[config.mk]
export PLATFORM = sky130hd
export DESIGN_NAME = accalu
export DESIGN_NICKNAME = d
export VERILOG_FILES = /design/src/rtl/accalu_pkg.sv /design/src/rtl/accalu_decode.sv /design/src/rtl/accalu_datapath.sv /design/src/rtl/accalu_acc.sv /design/src/rtl/accalu.sv
export SDC_FILE = /design/constraint.sdc
export NUM_CORES = 1
export LEC_CHECK = 0
export BUFFER_PORTS_ARGS = -buffer_cell sky130_fd_sc_hd__buf_4
export CAP_MARGIN = 20
export CORE_MARGIN = 2
export CORE_UTILIZATION = 45
export DETAILED_ROUTE_END_ITERATION = 8
export PLACE_DENSITY = 0.74
export RECOVER_POWER = 25
export SETUP_SLACK_MARGIN = 0.5
export SLEW_MARGIN = 25
export SYNTH_ARGS = -nofsm -noshare
export SYNTH_HDL_FRONTEND = slang
export SYNTH_SLANG_ARGS = --single-unit
[constraint.sdc]
create_clock -name clk -period 2.25 [get_ports clk]
set_input_delay 0.3375 -clock clk [delete_from_list [all_inputs] [get_ports clk]]
set_output_delay 0.3375 -clock clk [all_outputs]
set_load 0.02 [all_outputs]
[src/rtl/accalu_pkg.sv]
package accalu_pkg;

    localparam int OPC_W = 3;

    typedef enum logic [OPC_W-1:0] {
        OP_LOAD = 3'b000,
        OP_ADD  = 3'b001,
        OP_SUB  = 3'b010,
        OP_AND  = 3'b011,
        OP_OR   = 3'b100,
        OP_XOR  = 3'b101,
        OP_ROR  = 3'b110,
        OP_ROL  = 3'b111
    } op_e;

    typedef enum logic [1:0] {
        LG_AND = 2'd0,
        LG_OR  = 2'd1,
        LG_XOR = 2'd2
    } lg_e;

    // control word handed from the decoder to the datapath
    typedef struct packed {
        logic take_aux;
        logic arith;
        logic subtract;
        logic logic_op;
        lg_e  lsel;
        logic rot_left;
    } ctl_t;

endpackage

[src/rtl/accalu_decode.sv]
module accalu_decode
    import accalu_pkg::*;
(
    input  logic [OPC_W-1:0] opcode,
    output ctl_t             ctl
);

    always_comb begin
        ctl = '{take_aux: 1'b0, arith: 1'b0, subtract: 1'b0,
                logic_op: 1'b0, lsel: LG_AND, rot_left: 1'b0};
        unique case (op_e'(opcode))
            OP_LOAD: ctl.take_aux = 1'b1;
            OP_ADD:  ctl.arith    = 1'b1;
            OP_SUB: begin
                ctl.arith    = 1'b1;
                ctl.subtract = 1'b1;
            end
            OP_AND: begin
                ctl.logic_op = 1'b1;
                ctl.lsel     = LG_AND;
            end
            OP_OR: begin
                ctl.logic_op = 1'b1;
                ctl.lsel     = LG_OR;
            end
            OP_XOR: begin
                ctl.logic_op = 1'b1;
                ctl.lsel     = LG_XOR;
            end
            OP_ROR:  ctl.rot_left = 1'b0;
            OP_ROL:  ctl.rot_left = 1'b1;
        endcase
    end

endmodule

[src/rtl/accalu_datapath.sv]
module accalu_datapath
    import accalu_pkg::*;
#(
    parameter int W = 4
) (
    input  ctl_t         ctl,
    input  logic [W-1:0] acc,
    input  logic [W-1:0] aux,
    output logic [W-1:0] result
);

    logic [W-1:0] opnd_b;
    logic [W-1:0] sum;
    logic [W-1:0] lres;
    logic [W-1:0] ror_v;
    logic [W-1:0] rol_v;

    // subtract as acc + ~aux + 1, wrapping at W bits
    assign opnd_b = ctl.subtract ? ~aux : aux;
    assign sum    = acc + opnd_b + W'(ctl.subtract);

    for (genvar i = 0; i < W; i++) begin : g_bit
        always_comb begin
            case (ctl.lsel)
                LG_OR:   lres[i] = acc[i] | aux[i];
                LG_XOR:  lres[i] = acc[i] ^ aux[i];
                default: lres[i] = acc[i] & aux[i];
            endcase
        end
        assign ror_v[i] = acc[(i + 1) % W];
        assign rol_v[i] = acc[(i + W - 1) % W];
    end

    always_comb begin
        if (ctl.take_aux)
            result = aux;
        else if (ctl.arith)
            result = sum;
        else if (ctl.logic_op)
            result = lres;
        else if (ctl.rot_left)
            result = rol_v;
        else
            result = ror_v;
    end

endmodule

[src/rtl/accalu_acc.sv]
module accalu_acc #(
    parameter int W = 4
) (
    input  logic         clk,
    input  logic         clr_n,
    input  logic [W-1:0] d,
    output logic [W-1:0] q
);

    always_ff @(posedge clk or negedge clr_n) begin
        if (!clr_n)
            q <= '0;
        else
            q <= d;
    end

endmodule

[src/rtl/accalu.sv]
module accalu
    import accalu_pkg::*;
#(
    parameter int DATA_W = 4
) (
    input  logic              clk,
    input  logic              clr_n,
    input  logic [OPC_W-1:0]  opcode,
    input  logic [DATA_W-1:0] aux_in,
    output logic [DATA_W-1:0] acc_out
);

    ctl_t              ctl;
    logic [DATA_W-1:0] acc_q;
    logic [DATA_W-1:0] alu_res;

    accalu_decode u_dec (
        .opcode (opcode),
        .ctl    (ctl)
    );

    accalu_datapath #(.W(DATA_W)) u_dp (
        .ctl    (ctl),
        .acc    (acc_q),
        .aux    (aux_in),
        .result (alu_res)
    );

    accalu_acc #(.W(DATA_W)) u_acc (
        .clk    (clk),
        .clr_n  (clr_n),
        .d      (alu_res),
        .q      (acc_q)
    );

    assign acc_out = acc_q;

endmodule

[After elaboration in Yosys (flattened, before gate mapping)]
Index checks and enable logic that the tools add are counted.
W data, S select, Z words.
Storage, ports and cells
  word-level logic and storage cells: 40
  input bits: 9
  output and inout bits: 4
  register bits after elaboration: 4
Operators by class
  equal/unequal tests: 8
  multiplexer cells: 14
  add/subtract/negate cells: 2
  reduce and logical (&&, ||, !) cells: 2
  bitwise gates (word level): 13
Operator list (number)
  $mux W4: 5
  $eq A3 B3 Y1 const B: 3
  $pmux W3 S3: 1
  $pmux W1 S2: 4
  $eq A3 B2 Y1 const B: 2
  $add A4 B1 Y4: 1
  $add A4 B4 Y4: 1
  $and A1 B1 Y1: 4
  $mux W1: 4
  $not A4 Y4: 1
  $or A1 B1 Y1: 4
  $xor A1 B1 Y1: 4
  $eq A3 B1 Y1 const B: 1
  $logic_not A3 Y1: 1
  $eq A2 B1 Y1 const B: 1
  $eq A2 B2 Y1 const B: 1
  $reduce_or A2 Y1: 1

[Logic depth before layout (Yosys ltp)]
Gate-level depths: netlist (run 1).
  word-level depth: 7
  mapped depth: 10
  gate-level depth less buffers: 8

[Cells and area by module]
A second synthesis (run 1) with hierarchy kept.
Second synthesis, totals
  cells, all modules: 86
  area total of the unflattened synthesis: 737.0 µm²
Modules (own cells, without submodules)
  accalu_datapath: area each 569.3 µm², cells an instance 70, times used 1, sequential area each 0.0 µm²
  accalu_acc: area each 100.1 µm², cells an instance 4, times used 1, sequential area each 100.1 µm²
  accalu_decode: area each 67.6 µm², cells an instance 12, times used 1, sequential area each 0.0 µm²

[Worst setup path after synthesis (run 1)]
Ideal clock, no wire load.
  kind: input to register
  from: input opcode[2]
  to: register u_acc.q[2]
  stages on the path: 9
  library setup time: 131 ps
  path buffers: 3
  data arrival time: 1988 ps
  path slack: 131 ps
  path through: buf_6 > buf_2 > nor3b_1 > ha_1 > clkbuf_1 > o31ai_1 > nor2_1 > o32ai_1 > a21oi_1
Between the ends
  cells in the longest elaborated chain, start to end: 7
Ends and longest elaborated chain
  start, declared: RTL line accalu.sv:8  | input logic [OPC_W-1:0] opcode,
  $eq A3 B2 Y1 / $eq A3 B3 Y1 (equally long branches): RTL line accalu_decode.sv:11  | unique case (op_e'(opcode))
  $mux W1 / $pmux W3 S3 (equally long branches): RTL line accalu_decode.sv:11
  $mux W4, or another cell as far along: RTL line accalu_datapath.sv:19  | assign opnd_b = ctl.subtract ? ~aux : aux;
  $add A4 B4 Y4 / $pmux W1 S2 (equally long branches): RTL line accalu_datapath.sv:20, accalu_datapath.sv:24
  $add A4 B1 Y4 / $mux W4 (equally long branches): RTL line accalu_datapath.sv:20, accalu_datapath.sv:39
  $mux W4: RTL line accalu_datapath.sv:37  | else if (ctl.arith)
  $mux W4 *: RTL line accalu_datapath.sv:35  | if (ctl.take_aux)
  via alu_res[2]: RTL line accalu.sv:15  | logic [DATA_W-1:0] alu_res;
  end signal, assigned: RTL line accalu_acc.sv:12  | q <= '0;
  end signal, assigned: RTL line accalu_acc.sv:14  | q <= d;
  end, declared: RTL line accalu_acc.sv:7  | output logic [W-1:0] q
The timed path passes the listed nets; every way through them passes the cells marked *.

[Worst setup path after layout (run 1)]
  from: input opcode[0]
  to: register u_acc.q[1]
The elaborated chain is that of the path after synthesis.

==> impl_metrics.tcl, run 1 <==
set metrics [dict create \
    status "completed" \
    grtUsageTotal_pct 20.2 \
    synth_seq_cells 4 \
    synth_edf_count 0 \
    drv_cap 0 \
    min_path_cells 3 \
    setup_ws_ns 0.563 \
    first_iter_violations 19 \
    instances_no_fill 140 \
    cts_buffers 3 \
    cts_root_buffer "clkbuf_4" \
    maxClockFrequency_mhz 593 \
    synth_ff_type "dfrtp_1" \
    route.detailed.drc 0 \
    dp_slack_ns 0.266 \
    drv_slew 0 \
    dp_hpwl_um 1520 \
    grt_setup_unrepaired "false" \
    rr_endpoint "u_acc.q[1]" \
    nets 148 \
    r2r-start "u_acc.q[0]" \
    yosysWarnings 0 \
    ios 13 \
    htree_levels 1 \
    largest_register_ff_count 4 \
    ctsLongestPathBuffers 2 \
    min_path_type "in -> reg" \
    placed_cell_area_sq_um 931 \
    grt_antenna_before_repair 0 \
    cellPowerDensity_mw_per_mm2 583 \
    die_w_um 46.2 \
    drtPass1Iterations 4 \
    clock-sinks 4 \
    gp_congestion 0.857 \
    worstRegToRegCells 7 \
    clk_pin_slew_ns 0.04 \
    critPathLaunchType "input pin" \
    min_from "aux_in[2]" \
    endpoint_kind "flop" \
    yosysMostFrequentCell "inv_1" \
    via_per_inst 5.83 \
    synth_area_per_cell_sq_um 7.61 \
    cts_tree "built" \
    path_cells "buf_12 -> nor2_4 -> nand2_4 -> xnor2_4 -> fa_1 -> mux2i_1 -> nor3_1 -> a31oi_1 -> nand2_1" \
    wl_per_cell_um 14.7 \
    dpl.cell_count 130 \
    min_period_over_period_pct 75.0 \
    fin_total_pwr_mw 0.612 \
    initial_core_util_pct 47.3 \
    synthTopCellsByCount "inv_1, ha_1, nand2_1" \
    relSlewSlack_pct 74.8 \
    yosys.cell_types.count 35 \
    fin_setup_tns_ns 0 \
    overflow 0 \
    leakagePower_nw 0.496 \
    synth_area_leader_cell "ha_1" \
    syn-cell-area_sq_um 800 \
    finalCriticalPeriod_ns 1.69 \
    postLayoutCellArea_sq_mm 0.00105 \
    largestRegisters "u_acc.q (4)" \
    tightest_slew_ns 0.376 \
    rrSetupSlack_ns 0.62 \
    io_buffers 12 \
    grt_pass1_vias 750 \
    post-route-util_pct 62.1 \
    syn_nets 128 \
    crit_slowest_cell "fa_1" \
    core-area_sq_mm 0.00169 \
    antenna_cells 0 \
    synth_async_sr_flop_share_pct 100 \
    setup_viol 0 \
    antenna_left 0 \
    crit_type "in -> reg" \
    wl_um 2060 \
    holdPathEnd "u_acc.q[2]" \
    syn2layout_area_growth_pct 31.3 \
    top_register "u_acc.q" \
    fin_skew_ns 0.00428 \
    yosysTopAreaCellShare_pct 20.3 \
    required_ns 2.37 \
    hold_slack_ns 0.403 \
    clock_latency_ns 0.24 \
    row_count 15 \
    synthCells 105 \
    grt_pass1_wl_um 3170 \
    die_h_um 46.2 \
    die_area_sq_mm 0.00213 \
    ys_seq_area_share_pct 12.5 \
    synth_area_leaders "ha_1, dfrtp_1, inv_1, xnor2_1, nand2_1" \
    grt_start_max_net_pins 17 \
    cp.arrival_ns 1.81 \
    crit_fanout 7 \
    vdd_ir_drop_max_mv 0.421 \
    hold_viol 0 \
    slowest_delay_ns 0.46 \
    vias 816 \
    drive_above_1_share_pct 29.3 \
]
-- cell usage in the layout, fill, tap and decap left out, types with 2 or more instances in the layout --
cell | netlist | layout
buf_6 | 1 | 2
a31oi_1 | 4 | 4
ha_1 | 13 | 11
nor2b_1 | 2 | 2
nor2_1 | 10 | 9
xnor2_1 | 6 | 5
ha_2 | 0 | 2
a22oi_1 | 3 | 3
o211ai_1 | 2 | 2
a21oi_1 | 3 | 3
mux2i_1 | 2 | 2
dfrtp_1 | 4 | 3
inv_1 | 14 | 13
o221ai_1 | 3 | 3
buf_4 | 2 | 16
nor3_1 | 3 | 3
nand2_1 | 11 | 10
clkbuf_4 | 0 | 3
-- critical path, delay by kind of cell --
kind / cells / cell delay (ns)
XOR/XNOR: 1 / 0.17
AND/OR/NAND/NOR: 4 / 0.43
multiplexers: 1 / 0.15
adder cells (fa/ha/maj): 1 / 0.46
AO/OA/AOI/OAI: 1 / 0.14
buffers and inverters: 1 / 0.11
-- how the worst max path moves through the flow --
stage	to	start	slack (ns)
6_report	u_acc.q[1]	opcode[0]	0.56
5_1_grt	u_acc.q[1]	opcode[0]	0.47
4_1_cts	u_acc.q[1]	opcode[0]	0.50
3_5_place_dp	u_acc.q[1]	opcode[0]	0.27
3_3_place_gp	u_acc.q[1]	opcode[0]	0.26
2_1_floorplan	u_acc.q[2]	opcode[2]	0.41
-- report_power, final --
part	internal, mW	switching (mW)
Sequential	0.0930	0.0339
Combinational	0.184	0.208
Clock	0.0600	0.0334
Total	0.337	0.275
-- area by class of cell --
class                           instances  area [sq um]
Clock buffer                            3          22.5
Multi-Input combinational cell         81           676
Tap cell                               17          21.3
Fill cell                             149           639
Sequential cell                         4           101
Timing Repair Buffer                   21           176
Inverter                               14          52.6
-- repair_timing --
action | in CTS | in global routing
buffers inserted | 0 | 6
setup endpoints to repair | 0 | 3
hold buffers | 1 | 0
endpoints found under the hold margin | 4 | 0
gates resized for setup | 0 | 12
-- cells by family (layout without fill, tap and decap cells) --
kind of cell             after synthesis  in the layout  share of synthesized area [%]
AND/OR/NAND/NOR                       36             36                           22.5
buffers and inverters                 20             38                           11.6
XOR/XNOR                               7              7                           7.67
flip-flops                             4              4                           12.5
AO/OA/AOI/OAI                         22             22                           20.3
adder cells (fa/ha/maj)               14             14                           22.8
multiplexers                           2              2                           2.50
-- per-layer routing --
metal  vias up  track usage, %  part of all wire (%)
met5         -               0                     0
met4         0            1.71                  0.39
met3         2            3.92                   3.4
met2        20            36.4                    52
met1       392            25.6                    44
li1        402               -                     -
No activity file was read; power rests on OpenSTA's default activity.
==> run 2, diff against run 1 <==
PLACE_DENSITY = 0.76   (was 0.74)
clock period = 1.5 ns   (was 2.25 ns; I/O delays follow)
==> impl_metrics.tcl, run 2 (same netlist as run 1, synthesis figures left out) <==
set metrics [dict create \
    grt_pass1_vias 874 \
    cts_tree "built" \
    die_h_um 46.2 \
    die_area_sq_mm 0.00213 \
    vdd_ir_drop_max_mv 0.669 \
    leakagePower_nw 0.630 \
    antenna_left 0 \
    path_cells "inv_2 -> ha_4 -> and2_4 -> o31ai_4 -> nor2_2 -> o32ai_2 -> a21oi_1" \
    intPower_mw 0.706 \
    relSlewSlack_pct 76.6 \
    failed_checks "setup timing" \
    final_common_cell "buf_4" \
    nFillCells 120 \
    grtUsageTotal_pct 27.6 \
    drv_cap 0 \
    syn2layout_area_growth_pct 67.8 \
    hold_slack_ns 0.369 \
    drt-met1-wl_um 1100 \
    clock-sinks 4 \
    drive_above_1_share_pct 49.0 \
    vias 928 \
    postLayoutCellArea_sq_mm 0.00134 \
    fin_skew_ns 0.00222 \
    dr_wl_met2_um 1400 \
    die_w_um 46.2 \
    setup_ws_ns -0.0776 \
    min_period_over_period_pct 105 \
    top_register "u_acc.q" \
    crit_type "reg -> reg" \
    clock_latency_ns 0.24 \
    largestRegisters "u_acc.q (4)" \
    cts_root_buffer "clkbuf_4" \
    final_cell_mix "buf_4, inv_1, nor2_1" \
    endpoint_kind "flop" \
    cp_top_family "compound AO/OA/AOI/OAI gates" \
    overflow 0 \
    core-area_sq_mm 0.00169 \
    crit_fanout 2 \
    grt_antenna_before_repair 0 \
    first_iter_violations 20 \
    antenna_cells 0 \
    cp.arrival_ns 1.70 \
    pwr-share-clk_pct 11.6 \
    wl_um 2570 \
    netSwitchingPower_mw 0.510 \
    combinationalPowerShare_pct 73.9 \
    largest_register_ff_count 4 \
    maxClockFrequency_mhz 634 \
    finalCriticalPeriod_ns 1.58 \
    register_area_sq_um 101 \
    hold_viol 0 \
    drv_slew 0 \
    grt_setup_unrepaired "true" \
    gp_congestion 0.898 \
    drtPass1Iterations 4 \
    sequentialPowerShare_pct 14.4 \
    ios 13 \
    multiInputGateArea_sq_um 762 \
    grt_pass1_wl_um 4020 \
    status "finished with violations" \
    swShare_pct 41.9 \
    dp_hpwl_um 1760 \
    tightest_slew_ns 0.348 \
    ctsLongestPathBuffers 2 \
    slowest_delay_ns 0.39 \
    initial_core_util_pct 47.3 \
    setup_viol 2 \
    routed-wl-met3_um 55 \
    crit_slowest_cell "dfrtp_1" \
    required_ns 1.62 \
    cp_num_buf_inv 1 \
    route.detailed.drc 0 \
    critPathLaunchType "flop" \
    via_per_inst 5.66 \
    io_buffers 12 \
    nets 172 \
    cts_buffers 3 \
    row_count 15 \
    clk_pin_slew_ns 0.04 \
    top_layer "met4" \
    min_path_type "in -> reg" \
    placed_cell_area_sq_mm 0.00111 \
    grt_start_max_net_pins 17 \
    cellPowerDensity_mw_per_mm2 906 \
    wl_per_cell_um 15.7 \
    htree_levels 1 \
]
-- run 2: cell count changes in the layout (fill, tap and decap cells not counted), sizes merged --
cell  change
buf      +24
-- run 2: tightest hold or removal path: stages --
cell and delay, ns:
buf_4 0.10, buf_12 0.10, nor4_1 0.04, a21oi_1 0.10
-- run 2: worst paths after layout --
| kind | start | end | slack, ns | cells past startpoint |
|---|---|---|---|---|
| min in group asynchronous | clr_n | u_acc.q[2] | 0.39 | 2 |
| hold / removal | aux_in[2] | u_acc.q[2] | 0.37 | 4 |
| max in group asynchronous | clr_n | u_acc.q[1] | 0.89 | 2 |
| setup / recovery | u_acc.q[2] | u_acc.q[2] | -0.08 | 7 |
| hold reg to reg | u_acc.q[3] | u_acc.q[0] | 0.84 | 4 |
| setup reg to reg | u_acc.q[2] | u_acc.q[2] | -0.08 | 7 |
-- run 2: power groups by stage --
stage / clock, mW / combinational (mW) / sequential [mW]
3_5_place_dp: 0 / 0.651 / 0.166
3_3_place_gp: 0 / 0.629 / 0.162
4_1_cts: 0.145 / 0.819 / 0.172
5_1_grt: 0.147 / 0.971 / 0.177
2_1_floorplan: 0 / 0.362 / 0.214
6_report: 0.141 / 0.899 / 0.176
-- run 2: metrics by stage --
| stage | utilization (%) | setup slack [ns] | setup TNS (ns) | power (mW) | std cells |
|---|---|---|---|---|---|
| CTS | 77.1 | -0.0499 | -0.0573 | 1.14 | 163 |
| floorplan | - | -0.224 | -0.519 | 0.576 | 105 |
| global route | 79.4 | -0.123 | -0.334 | 1.30 | 164 |
| finish | 79.4 | -0.0776 | -0.117 | 1.22 | 164 |
| global placement | 65.6 | -0.214 | -0.655 | 0.791 | 152 |
| detailed placement | 65.6 | -0.270 | -0.814 | 0.816 | 152 |
-- run 2: layer usage --
metal  vias to the layer above  track usage [%]
li1                        450                -
met1                       457             34.5
met2                        19             47.5
met3                         2             3.53
met4                         0             10.9
met5                         -                0
-- run 2: cell type report --
type	count	area share [%]
inverter	14	4.10
timing repair buffer	45	28.3
tap	17	1.59
clock buffer	3	1.68
multi-input combinational	81	56.8
sequential	4	7.56
-- run 2: repair_timing --
item | in CTS | in global routing
hold buffers | 1 | 0
buffers inserted | 7 | 1
pin swaps | 14 | 9
gates resized for setup | 19 | 8
hold endpoints to repair | 4 | 0
setup endpoints to repair | 8 | 8
==> run 3, diff against run 2 <==
BUFFER_PORTS_ARGS = unset   (was -buffer_cell sky130_fd_sc_hd__buf_4)
DONT_BUFFER_PORTS = 1   (was unset)
PLACE_DENSITY = 0.66   (was 0.76)
SETUP_SLACK_MARGIN = unset   (was 0.5)
==> impl_metrics.tcl, run 3 (same netlist as run 1, synthesis figures left out) <==
set metrics [dict create \
    status "finished with violations" \
    failed_checks "setup timing" \
    path_cells "nand2_2 -> nand2_1 -> fa_2 -> mux2i_1 -> nor3_1 -> a31oi_1 -> nand2_1" \
    antenna_left 0 \
    io_buffers 0 \
    die_area_sq_mm 0.00213 \
    hold_viol 0 \
    overflow 0 \
    clock_latency_ns 0.23 \
    crit_slowest_cell "fa_2" \
    antenna_cells 0 \
    fin_total_pwr_mw 0.972 \
    vias 776 \
    top_register "u_acc.q" \
    drive_above_1_share_pct 30.8 \
    cts_root_buffer "clkbuf_4" \
    maxClockFrequency_mhz 645 \
    endpoint_kind "flop" \
    cellPowerDensity_mw_per_mm2 939 \
    path_common_cell "nand2_1" \
    cp.arrival_ns 1.66 \
    min_path_type "in -> reg" \
    largest_register_ff_count 4 \
    fin_setup_tns_ns -0.163 \
    route.detailed.drc 0 \
    grt_pass1_vias 725 \
    ctsLongestPathBuffers 2 \
    syn2layout_area_growth_pct 29.4 \
    cp_top_family "adder cells" \
    crit_fanout 2 \
    drv_slew 0 \
    leakagePower_nw 0.481 \
    min_period_over_period_pct 103 \
    grt_start_max_net_pins 20 \
    vdd_ir_drop_max_mv 0.581 \
    first_iter_violations 23 \
    setup_ws_ns -0.0506 \
    wl_um 2060 \
    critPathLaunchType "flop" \
    ios 13 \
    grt_setup_unrepaired "true" \
    crit_type "reg -> reg" \
    nets 145 \
    dp_hpwl_um 1560 \
    setup_viol 4 \
    tightest_slew_ns 0.304 \
    grt_antenna_before_repair 0 \
    grt_pass1_wl_um 3130 \
    largestRegisters "u_acc.q (4)" \
    gp_congestion 0.849 \
    cp_num_buf_inv 0 \
    drtPass1Iterations 4 \
    grtUsageTotal_pct 20.5 \
    clock-sinks 4 \
    nFillCells 153 \
    post-route-util_pct 61.3 \
    slowest_delay_ns 0.45 \
    required_ns 1.61 \
    wl_per_cell_um 15.1 \
    drv_cap 0 \
    die_h_um 46.2 \
    row_count 15 \
    relSlewSlack_pct 79.6 \
    htree_levels 1 \
    cts_tree "built" \
    fin_skew_ns 0.00321 \
    initial_core_util_pct 47.3 \
    die_w_um 46.2 \
    core-area_sq_mm 0.00169 \
    finalCriticalPeriod_ns 1.55 \
    cts_buffers 3 \
    final_cell_mix "buf_4, inv_1, nor2_1, ha_1, nand2_1" \
    via_per_inst 5.66 \
    final_common_cell "buf_4" \
    clk_pin_slew_ns 0.04 \
]
==> run 3: worst register-to-register path, cell delays in order (launching register included) <==
cell     delay, ns
dfrtp_1       0.37
nand2_2       0.07
nand2_1       0.09
fa_2          0.45
mux2i_1       0.14
nor3_1        0.07
a31oi_1       0.16
nand2_1       0.08
==> run 3: final timing paths <==
kind / slack [ns] / start / cells after the start / end
worst max-delay path: -0.05 / u_acc.q[0] / 7 / u_acc.q[1]
worst min-delay path: 0.15 / opcode[1] / 2 / u_acc.q[0]
worst max register to register: -0.05 / u_acc.q[0] / 7 / u_acc.q[1]
worst min register to register: 0.83 / u_acc.q[2] / 5 / u_acc.q[3]
max in group asynchronous: 1.04 / clr_n / 1 / u_acc.q[1]
min in group asynchronous: 0.27 / clr_n / 1 / u_acc.q[0]
==> run 3: routing by layer <==
| layer | track usage, % | wire length, um | up-vias |
|---|---|---|---|
| met3 | 4.31 | 95 | 2 |
| li1 | - | - | 394 |
| met1 | 26.6 | 928 | 354 |
| met2 | 33.6 | 1030 | 26 |
| met4 | 6.29 | 12 | 0 |
| met5 | 0 | 0 | - |
==> run 3: layout make-up <==
cell class | count | area [sq um] | area share (%)
Multi-Input combinational cell | 81 | 694 | 67.1
Sequential cell | 4 | 100 | 9.67
Inverter | 14 | 55.1 | 5.32
Tap cell | 17 | 21.3 | 2.06
Timing Repair Buffer | 18 | 141 | 13.7
Clock buffer | 3 | 22.5 | 2.18
==> run 3: where the power goes <==
| group | switching, mW | leakage [nW] | internal [mW] |
|---|---|---|---|
| clock network | 0.0421 | 0.0138 | 0.0894 |
| registers | 0.0292 | 0.0476 | 0.138 |
| logic | 0.337 | 0.419 | 0.336 |
==> run 3: stage by stage <==
step / setup slack (ns) / area [sq um] / instances / hold slack [ns]
2_1_floorplan: -0.226 / 856 / 105 / -0.0706
3_3_place_gp: -0.160 / 931 / 130 / -0.0705
3_5_place_dp: -0.210 / 931 / 130 / -0.0705
4_1_cts: -0.0848 / 991 / 136 / 0.135
5_1_grt: -0.105 / 1030 / 137 / 0.158
6_report: -0.0506 / 1030 / 137 / 0.153
==> run 3: repair_timing <==
action                                 4_1_cts  5_1_grt
setup endpoints to repair                    3        4
buffers inserted                             2        1
cloned                                       0        0
gates resized for setup                      1       10
hold buffers                                 1        0
pin swaps                                    8        4
endpoints found under the hold margin        4        0
